$ cat config.mk
export PLATFORM = sky130hd
export DESIGN_NAME = seg_bscan_reg
export DESIGN_NICKNAME = d
export VERILOG_FILES = /design/src/rtl/seg_bsr_pkg.sv /design/src/rtl/seg_bsr_obs_cell.sv /design/src/rtl/seg_bsr_ctl_cell.sv /design/src/rtl/seg_bsr_path.sv /design/src/rtl/seg_bscan_reg.sv
export SDC_FILE = /design/constraint.sdc
export NUM_CORES = 1
export LEC_CHECK = 0
export ABC_CLOCK_PERIOD_IN_PS = 1640
export BUFFER_PORTS_ARGS = -buffer_cell sky130_fd_sc_hd__buf_2
export CAP_MARGIN = 20
export CORE_MARGIN = 4
export CORE_UTILIZATION = 52
export DETAILED_ROUTE_END_ITERATION = 12
export PLACE_DENSITY = 0.82
export SYNTH_ARGS = -nofsm -noshare
export SYNTH_HDL_FRONTEND = slang
export SYNTH_HIERARCHICAL = 1
export SYNTH_SLANG_ARGS = --single-unit
$ cat constraint.sdc
create_clock -name clk -period 1.64 [get_ports clk]
set_input_delay 0.246 -clock clk [delete_from_list [all_inputs] [get_ports clk]]
set_output_delay 0.246 -clock clk [all_outputs]
set_load 0.03 [all_outputs]
$ cat src/rtl/seg_bsr_pkg.sv
package seg_bsr_pkg;

  typedef enum logic [1:0] {
    CH_FULL     = 2'd0,
    CH_IN       = 2'd1,
    CH_OUT      = 2'd2,
    CH_FULL_ALT = 2'd3
  } chain_sel_e;

  // Data block order from high index to low.
  localparam int G_A1_IN  = 0;
  localparam int G_A2_IN  = 1;
  localparam int G_B1_OUT = 2;
  localparam int G_B2_OUT = 3;
  localparam int G_B1_IN  = 4;
  localparam int G_B2_IN  = 5;
  localparam int G_A1_OUT = 6;
  localparam int G_A2_OUT = 7;

  function automatic int grp_hi(input int w, input int g);
    return 8 * w - 1 - g * w;
  endfunction

  // 1 for a drive (observe/control) cell, 0 for an observe-only cell.
  function automatic bit is_ctl(input int w, input int i);
    int off;
    int g;
    if (i >= 8 * w) begin
      off = i - 8 * w;
      return (off == 5) || (off == 4) || (off == 1) || (off == 0);
    end
    g = (8 * w - 1 - i) / w;
    return (g == G_B1_OUT) || (g == G_B2_OUT) || (g == G_A1_OUT) || (g == G_A2_OUT);
  endfunction

  // Position of cell i inside its own subchain.
  function automatic int rank(input int w, input int i);
    int r;
    r = 0;
    for (int j = 0; j < i; j++) begin
      if (is_ctl(w, j) == is_ctl(w, i)) r++;
    end
    return r;
  endfunction

endpackage

$ cat src/rtl/seg_bsr_obs_cell.sv
module seg_bsr_obs_cell (
  input  logic clk,
  input  logic rst,
  input  logic sel_i,
  input  logic cap_i,
  input  logic shf_i,
  input  logic cap_d_i,
  input  logic shf_d_i,
  output logic q_o
);
  always_ff @(posedge clk) begin
    if (rst)                q_o <= 1'b0;
    else if (sel_i && cap_i) q_o <= cap_d_i;
    else if (sel_i && shf_i) q_o <= shf_d_i;
  end
endmodule

$ cat src/rtl/seg_bsr_ctl_cell.sv
module seg_bsr_ctl_cell (
  input  logic clk,
  input  logic rst,
  input  logic sel_i,
  input  logic cap_i,
  input  logic shf_i,
  input  logic upd_i,
  input  logic cap_d_i,
  input  logic shf_d_i,
  output logic q_o,
  output logic upd_q_o
);
  always_ff @(posedge clk) begin
    if (rst)                q_o <= 1'b0;
    else if (sel_i && cap_i) q_o <= cap_d_i;
    else if (sel_i && shf_i) q_o <= shf_d_i;
  end

  // Update latch: loads only on the update strobe, holds through shifting.
  always_ff @(posedge clk) begin
    if (rst)                upd_q_o <= 1'b0;
    else if (sel_i && upd_i) upd_q_o <= q_o;
  end
endmodule

$ cat src/rtl/seg_bsr_path.sv
module seg_bsr_path #(
  parameter int GRP_W = 9
) (
  input  logic [8*GRP_W+7:0] q_i,
  input  logic               tdi_i,
  input  logic [1:0]         mode_i,
  output logic [8*GRP_W+7:0] src_o,
  output logic [8*GRP_W+7:0] sel_o,
  output logic               tdo_o
);
  import seg_bsr_pkg::*;

  localparam int TOT  = 8 * GRP_W + 8;
  localparam int NSUB = 4 * GRP_W + 4;

  chain_sel_e mode;
  logic full_mode, in_mode, out_mode;
  logic [NSUB-1:0] obs_c, ctl_c;

  assign mode      = chain_sel_e'(mode_i);
  assign full_mode = (mode == CH_FULL) || (mode == CH_FULL_ALT);
  assign in_mode   = (mode == CH_IN);
  assign out_mode  = (mode == CH_OUT);

  for (genvar i = 0; i < TOT; i++) begin : g_link
    localparam bit CTL = is_ctl(GRP_W, i);
    localparam int RNK = rank(GRP_W, i);
    logic full_nxt, sub_nxt;

    // Compact view of each subchain, indexed by rank.
    if (CTL) begin : g_gc
      assign ctl_c[RNK] = q_i[i];
    end else begin : g_go
      assign obs_c[RNK] = q_i[i];
    end

    if (i == TOT - 1) begin : g_ftop
      assign full_nxt = tdi_i;
    end else begin : g_fmid
      assign full_nxt = q_i[i+1];
    end

    if (RNK == NSUB - 1) begin : g_stop
      assign sub_nxt = tdi_i;
    end else if (CTL) begin : g_sctl
      assign sub_nxt = ctl_c[RNK+1];
    end else begin : g_sobs
      assign sub_nxt = obs_c[RNK+1];
    end

    assign src_o[i] = full_mode ? full_nxt : sub_nxt;
    assign sel_o[i] = full_mode | (CTL ? out_mode : in_mode);
  end

  assign tdo_o = full_mode ? q_i[0] : (in_mode ? obs_c[0] : ctl_c[0]);
endmodule

$ cat src/rtl/seg_bscan_reg.sv
module seg_bscan_reg #(
  parameter int GRP_W = 9
) (
  input  logic               clk,
  input  logic               rst,
  input  logic               capture_en_i,
  input  logic               shift_en_i,
  input  logic               update_en_i,
  input  logic [1:0]         chain_sel_i,
  input  logic               test_drive_i,
  input  logic               tdi_i,
  output logic               tdo_o,
  input  logic [3:0]         ctl_pins_i,
  input  logic [2*GRP_W-1:0] a_in_i,
  input  logic [2*GRP_W-1:0] b_in_i,
  input  logic [2*GRP_W-1:0] sys_a_i,
  input  logic [2*GRP_W-1:0] sys_b_i,
  input  logic [3:0]         sys_oe_i,
  output logic [2*GRP_W-1:0] pin_a_o,
  output logic [2*GRP_W-1:0] pin_b_o,
  output logic [3:0]         pin_oe_o
);
  import seg_bsr_pkg::*;

  localparam int TOT  = 8 * GRP_W + 8;
  localparam int NSUB = 4 * GRP_W + 4;
  localparam int TOPB = 8 * GRP_W;

  logic [TOT-1:0]     q_v, src_v, sel_v, cap_v;
  logic [NSUB-1:0]    lat_c;
  logic [2*GRP_W-1:0] drv_a, drv_b;
  logic [3:0]         drv_oe;

  // Capture sources for the eight control-group cells.
  assign cap_v[TOPB+7] = ctl_pins_i[3];
  assign cap_v[TOPB+6] = ctl_pins_i[2];
  assign cap_v[TOPB+5] = sys_oe_i[3];
  assign cap_v[TOPB+4] = sys_oe_i[2];
  assign cap_v[TOPB+3] = ctl_pins_i[1];
  assign cap_v[TOPB+2] = ctl_pins_i[0];
  assign cap_v[TOPB+1] = sys_oe_i[1];
  assign cap_v[TOPB]   = sys_oe_i[0];

  assign drv_oe = {lat_c[rank(GRP_W, TOPB+5)], lat_c[rank(GRP_W, TOPB+4)],
                   lat_c[rank(GRP_W, TOPB+1)], lat_c[rank(GRP_W, TOPB)]};

  // Capture sources and latch fan-out for the data blocks.
  for (genvar g = 0; g < 8; g++) begin : g_grp
    for (genvar k = 0; k < GRP_W; k++) begin : g_pin
      localparam int IDX = grp_hi(GRP_W, g) - k;
      localparam int RNK = rank(GRP_W, IDX);
      if (g == G_A1_IN) begin : g_a1i
        assign cap_v[IDX] = a_in_i[k];
      end else if (g == G_A2_IN) begin : g_a2i
        assign cap_v[IDX] = a_in_i[GRP_W+k];
      end else if (g == G_B1_IN) begin : g_b1i
        assign cap_v[IDX] = b_in_i[k];
      end else if (g == G_B2_IN) begin : g_b2i
        assign cap_v[IDX] = b_in_i[GRP_W+k];
      end else if (g == G_B1_OUT) begin : g_b1o
        assign cap_v[IDX] = sys_b_i[k];
        assign drv_b[k]   = lat_c[RNK];
      end else if (g == G_B2_OUT) begin : g_b2o
        assign cap_v[IDX]       = sys_b_i[GRP_W+k];
        assign drv_b[GRP_W+k]   = lat_c[RNK];
      end else if (g == G_A1_OUT) begin : g_a1o
        assign cap_v[IDX] = sys_a_i[k];
        assign drv_a[k]   = lat_c[RNK];
      end else begin : g_a2o
        assign cap_v[IDX]       = sys_a_i[GRP_W+k];
        assign drv_a[GRP_W+k]   = lat_c[RNK];
      end
    end
  end

  seg_bsr_path #(.GRP_W(GRP_W)) path_i (
    .q_i    (q_v),
    .tdi_i  (tdi_i),
    .mode_i (chain_sel_i),
    .src_o  (src_v),
    .sel_o  (sel_v),
    .tdo_o  (tdo_o)
  );

  for (genvar i = 0; i < TOT; i++) begin : g_cell
    localparam bit CTL = is_ctl(GRP_W, i);
    localparam int RNK = rank(GRP_W, i);
    if (CTL) begin : g_ctl
      seg_bsr_ctl_cell cell_i (
        .clk     (clk),
        .rst     (rst),
        .sel_i   (sel_v[i]),
        .cap_i   (capture_en_i),
        .shf_i   (shift_en_i),
        .upd_i   (update_en_i),
        .cap_d_i (cap_v[i]),
        .shf_d_i (src_v[i]),
        .q_o     (q_v[i]),
        .upd_q_o (lat_c[RNK])
      );
    end else begin : g_obs
      seg_bsr_obs_cell cell_i (
        .clk     (clk),
        .rst     (rst),
        .sel_i   (sel_v[i]),
        .cap_i   (capture_en_i),
        .shf_i   (shift_en_i),
        .cap_d_i (cap_v[i]),
        .shf_d_i (src_v[i]),
        .q_o     (q_v[i])
      );
    end
  end

  // Registered pin stage: test latches or system path.
  always_ff @(posedge clk) begin
    if (rst) begin
      pin_a_o  <= '0;
      pin_b_o  <= '0;
      pin_oe_o <= '0;
    end else if (test_drive_i) begin
      pin_a_o  <= drv_a;
      pin_b_o  <= drv_b;
      pin_oe_o <= drv_oe;
    end else begin
      pin_a_o  <= sys_a_i;
      pin_b_o  <= sys_b_i;
      pin_oe_o <= sys_oe_i;
    end
  end
endmodule

==> summary.txt, run 1 <==
Drt
  – Via count: 7197
  – DRC: 0
  – Routed wire per std cell: 14.2 microns
  – First-iteration detailed-routing DRC count: 371
  – Antenna-violating nets left: 0
  – Routed wire length: 18800 microns
  – First-pass DRT Iterations: 5
  – Vias per inst: 5.46

Clock tree
  – Clock tree sinks: 160
  – CTS H-tree depth: 4
  – CTS Buf Count: 17
  – Clock Pin Slew Worst Setup and Hold Paths: 60 ps
  – Clk_lat worst skew: 430 ps
  – CTS root buffer: clkbuf_16
  – CTS tree: yes
  – Post-CTS setup buffer count: 0
  – Hold_buf cts: 0
  – Largest buffer count on any clock path: 2

Timing
  – Fin. Hold Viols: 0
  – Final setup fails: 0
  – Slew Limit Fails: 0
  – RSZ-0062 raised after global routing: false
  – Total negative slack: 0 ps
  – Final WS setup: 81.3 ps
  – Rel. slew slack: 0.657
  – Worst slew pin tran: 515 ps
  – Worst Skew: 7.03 ps
  – Fmax achieved: 642 MHz
  – Minimum clock period: 1560 ps
  – Final period util: 0.950

Logic synthesis
  – Largest family of logic cells by synthesized area: simple AND/OR/NAND/NOR gates
  – EDFF count, synth: 0
  – Synth Area in Compound Gates: 0.128
  – Post-synthesis mux area share: 0.0548
  – Async SR Flop Fraction: 0
  – Top FF cell, synth: dfxtp_1
  – Synth unique cells: 21
  – Mapped Cells: 1057
  – Sequential element share of the synthesized area: 0.355
  – Netlist Area Pre-Place: 9020 sq um
  – Post-Synth Adder-Cell Area: 0.00416
  – Synth warn: 6
  – Post-synth net total: 1149
  – Avg Inst Size Synth: 8.53 sq um
  – Simple-gate share of the synthesized area: 0.318
  – Seq cells post-synth: 160
  – Xor/xnor share of the synthesized area: 0

Critical path
  – WS Path Type: in2out
  – Crit Path Max Fanout: 8
  – WP data arrival: 1310 ps
  – Crit-path cells: buf_2 -> inv_1 -> ha_4 -> nor2b_4 -> mux2_4 -> buf_2
  – R2R depth: 4
  – Worst r2r dst: g_cell[75].g_obs.cell_i/q_o
  – Reg2reg start: g_cell[76].g_ctl.cell_i/q_o
  – Setup crit end kind: output port
  – CP Launch Type: input port
  – R2r setup slk: 510 ps
  – Crit path largest cell delay: 300 ps
  – Critical Path RT: 1390 ps
  – Most used cell, CP: buf_2
  – Slowest library cell on the worst path: mux2_4

Floorplan
  – Core area: 16800 sq um
  – Chip width: 140 microns
  – IO Count: 130
  – Die span in y: 140 microns
  – Die ar.: 19500 sq um
  – Starting Density: 0.538
  – Core Rows: 47

Finish
  – Share of cells above drive strength 1: 0.264
  – Commonest non-fill, non-tap cells in the layout: nand2_1, dfxtp_1, buf_2
  – Total Nets Final: 1177
  – Antenna cells: 0
  – Area delta synth->final: 9.78%

Worst hold path
  – Worst Hold Class: in2reg
  – Hold_sp: sys_b_i[10]
  – Hold endpoint: pin_b_o[10]
  – Hold Path Stages: 3

GRT
  – Total global-route track usage: 0.191
  – Vias in the first global route: 6663
  – Total gr overflow: 0
  – First-pass GRT wire length: 31800 microns
  – Initial antenna violation count: 0
  – Largest net degree at the start of global routing: 98

Placed design
  – Port Buf Inserts: 129
  – Dpl ws: -197 ps
  – DPL Wire Length: 12200 microns
  – GPL Wtd Cong: 0.757

Power and ir drop
  – Pwr/cell area: 1050 nW/um^2
  – Worst VDD drop: 0.750 mV
  – LEAKAGE: 4.16 nW

Run
  – Max-cap violations: 0

Status
  – Status: finished clean
power breakdown:
group / internal, W / switching [W]
Sequential: 0.00416 / 0.000201
Clock: 0.00278 / 0.00158
Combinational: 0.000749 / 0.000941
Total: 0.00769 / 0.00272
critical path, delay by kind of cell:
kind | cells | cell delay, ps
fa+ha+maj | 1 | 260
buf+inv | 3 | 370
mux | 1 | 300
simple gates | 1 | 130
layout make-up:
type	instances	area, sq um
fill	1449	6860
multi-input combinational	732	4560
sequential	160	3200
timing repair buffer	170	1190
clock buffer	22	464
tap	220	275
clock inverter	9	180
inverter	4	22.5
per-stage QoR:
step	hold slack [ps]	instance area, sq um	util	power [W]	cells
floorplan	315	9030	-	0.00578	1057
global placement	441	9240	0.552	0.00607	1286
detailed placement	447	9240	0.552	0.00613	1286
CTS	50.0	9890	0.590	0.0105	1317
global route	70.9	9900	0.591	0.0109	1317
finish	63.5	9900	0.591	0.0104	1317
layer usage:
| layer | wire [microns] | global-route usage | vias up |
|---|---|---|---|
| met5 | 0 | 0 | - |
| met4 | 213 | 0.0520 | 0 |
| met3 | 962 | 0.0422 | 17 |
| met2 | 8770 | 0.311 | 148 |
| met1 | 8810 | 0.255 | 3363 |
| li1 | - | - | 3669 |
worst max-delay path by stage:
stage / start / endpoint / slack [ps] / depth (start not counted)
3_3_place_gp: chain_sel_i[0] / g_cell[71].g_obs.cell_i/q_o / -150 / 7
4_1_cts: chain_sel_i[0] / tdo_o / 0.9 / 6
5_1_grt: chain_sel_i[0] / tdo_o / 50 / 6
3_5_place_dp: chain_sel_i[0] / g_cell[71].g_obs.cell_i/q_o / -200 / 7
2_1_floorplan: chain_sel_i[1] / g_cell[36].g_ctl.cell_i/q_o / 80 / 7
6_report: chain_sel_i[0] / tdo_o / 80 / 6
sequential cells by signal (all words and copies together) (netlist names):
name and cells:
pin_oe_o 4, pin_b_o 18, g_cell.g_ctl.cell_i/q_o 40, g_cell.g_obs.cell_i/q_o 40, pin_a_o 18, g_cell.g_ctl.cell_i/upd_q_o 40
synth_stat cells (7+ instances only):
library cell    n  area [sq um]
nor4_2         40           500
buf_4         151          1130
nand3b_1       80           601
nand2_1       160           601
mux2i_1        40           400
a21oi_1        80           400
o22ai_1        40           250
dfxtp_1       160          3200
or2_1          40           250
nand3_1        40           200
mux2_2          7          78.8
nor2_1         80           300
o31ai_2        40           500
nor3_1         80           400
cells by family (layout without fill, tap and decap cells):
| group | after synthesis | after routing |
|---|---|---|
| DFF | 160 | 160 |
| adders and majority gates | 3 | 3 |
| AOI/OAI and AO/OA | 160 | 160 |
| and+or+nand+nor | 521 | 521 |
| buffers and inverters | 165 | 205 |
| muxes | 48 | 48 |
what timing repair did:
item / in CTS / in global routing
setup endpoints to repair: 1 / 1
hold endpoints to repair: 0 / 0
pin swaps: 0 / 0
resized for setup: 1 / 1
Power figures use the tool's default switching activity.
==> inputs of run 2 (changes only) <==
==> constraint.sdc (replaced) <==
create_clock -name clk -period 1.64 [get_ports clk]
set_input_delay 0.082 -clock clk [delete_from_list [all_inputs] [get_ports clk]]
set_output_delay 0.082 -clock clk [all_outputs]
set_load 0.03 [all_outputs]
==> run 2 against run 1 <==
Flip-flop and latch count unchanged. Setup slack improved by 150 ps. Hold slack improved by 25 ps. Sequential share of layout area decreased by 1.9 points. Clock skew decreased by 2.1 ps. Count of clock-buffer cells in the layout decreased by 2. Final area increased by 6.3%. Sequential power about the same. First-iteration DRC count increased by 3.5%.
==> summary.txt, run 2 (synthesized netlist as in run 1, its figures left out) <==
Floorplan
  – IO Count: 130 (unchanged)
  – Starting Density: 0.538 (unchanged)
  – Chip width: 140 microns (unchanged)
  – Core Rows: 47 (unchanged)
  – Die span in y: 140 microns (unchanged)
  – Die ar.: 19500 sq um (unchanged)
  – Core area: 16800 sq um (unchanged)

Finish
  – Fill cells: 1365 (-5.8%)
  – Commonest non-fill, non-tap cells in the layout: nand2_1, dfxtp_1, buf_2
  – Sequential cell area: 3200 sq um (unchanged)
  – Total Nets Final: 1240 (+5.4%)
  – Area delta synth->final: 16.6%
  – Post-route cell area: 10500 sq um (+6.3%)
  – Area of the multi-input gates: 4550 sq um (-0.27%)
  – Largest regs: g_cell.g_ctl.cell_i/q_o: 40 flops, g_cell.g_ctl.cell_i/upd_q_o: 40 flops, g_cell.g_obs.cell_i/q_o: 40 flops
  – Share of cells above drive strength 1: 0.237 (-0.0275)

Worst hold path
  – Worst Hold Class: in2reg

Clock tree
  – CTS root buffer: clkbuf_16
  – Clock Pin Slew Worst Setup and Hold Paths: 60 ps (about the same)
  – Hold_buf cts: 80 (+80)
  – CTS H-tree depth: 4 (unchanged)
  – Clk_lat worst skew: 420 ps (about the same)
  – CTS tree: yes
  – Post-CTS sizing: 0 (-1)
  – Post-CTS setup buffer count: 0 (unchanged)
  – Clock tree sinks: 160 (unchanged)
  – Largest buffer count on any clock path: 2 (unchanged)
  – CTS Buf Count: 17 (unchanged)

Drt
  – First-pass DRT Iterations: 7 (+2)
  – DRC: 0 (unchanged)
  – Routed wire length: 19900 microns (+6.3%)
  – Via count: 7508 (+4.3%)
  – First-iteration detailed-routing DRC count: 384 (+3.5%)
  – Antenna-violating nets left: 0 (unchanged)
  – Vias per inst: 5.43 (-0.59%)
  – Routed wire per std cell: 14.4 microns (+1.3%)

Critical path
  – R2r setup slk: 520 ps (about the same)
  – Crit Path Max Fanout: 8 (unchanged)
  – Critical Path RT: 1560 ps (+170 ps)
  – CP Launch Type: input port
  – WP data arrival: 1330 ps (+20 ps)
  – WS Path Type: in2out
  – Setup crit end kind: output port

Power and ir drop
  – Worst VDD drop: 0.734 mV (-2.1%)
  – Pwr/cell area: 991 nW/um^2 (-5.8%)
  – LEAKAGE: 4.40 nW (+5.7%)

Placed design
  – Port Buf Inserts: 129 (unchanged)
  – GPL Wtd Cong: 0.749 (-1.0%)
  – DPL Wire Length: 11600 microns (-5.5%)
  – Placed instance area: 9080 sq um (-1.8%)

GRT
  – Total gr overflow: 0 (unchanged)
  – Largest net degree at the start of global routing: 83 (-15%)
  – Initial antenna violation count: 0 (unchanged)
  – Total global-route track usage: 0.201 (+0.0103)
  – Vias in the first global route: 7255 (+8.9%)
  – First-pass GRT wire length: 33700 microns (+6.2%)

Timing
  – Fin. Hold Viols: 0 (unchanged)
  – Minimum clock period: 1410 ps (-148 ps)
  – Worst Skew: 4.93 ps (-2.10 ps)
  – Fmax achieved: 709 MHz (+10%)
  – Rel. slew slack: 0.659 (+0.00280)
  – Final setup fails: 0 (unchanged)
  – Slew Limit Fails: 0 (unchanged)
  – RSZ-0062 raised after global routing: false
  – Final period util: 0.860 (-0.0902)
  – Total negative slack: 0 ps (unchanged)
  – Worst slew pin tran: 511 ps (-4.20 ps)

Run
  – Max-cap violations: 0 (unchanged)

Status
  – Status: finished clean
## run 2: final timing paths
path	startpoint	to	cells after the start
setup / recovery	chain_sel_i[0]	tdo_o	6
hold / removal	rst	pin_b_o[6]	2
setup reg to reg	g_cell[76].g_ctl.cell_i/q_o	g_cell[75].g_obs.cell_i/q_o	4
hold reg to reg	g_cell[16].g_ctl.cell_i/upd_q_o	g_cell[16].g_ctl.cell_i/upd_q_o	2
## run 2: final cells by class
type                    count  area share
multi-input cells         732       0.432
flip-flops and latches    160       0.304
repair buffers            233       0.174
clock buffers              20      0.0434
well taps                 220      0.0262
clock inverters            12      0.0174
inverters                   4     0.00202
diodes                      1    0.000238
## run 2: worst max-delay path, stage by stage
cell and delay (ps):
buf_2 90, inv_1 40, ha_1 450, nor2b_4 170
mux2_4 300, buf_2 180
## run 2: power breakdown
group | internal [W] | switching, W
combinational | 0.000832 | 0.000972
sequential | 0.00416 | 0.000198
clock | 0.00264 | 0.00162
## run 2: routing by layer
metal / track usage / up-vias / part of all wire
met1: 0.268 / 3470 / 0.46
li1: - / 3797 / -
met5: 0 / - / 0
met3: 0.0443 / 31 / 0.054
met2: 0.326 / 210 / 0.47
met4: 0.0627 / 0 / 0.014
## run 2: per-stage QoR
step	worst slack, ps	util	hold WS, ps	power (W)	std cells
floorplan	41.5	-	151	0.00578	1057
global placement	25.0	0.542	334	0.00602	1269
detailed placement	30.4	0.542	336	0.00607	1269
CTS	245	0.628	61.8	0.0105	1381
global route	188	0.628	89.8	0.0109	1381
finish	229	0.628	89.0	0.0104	1382
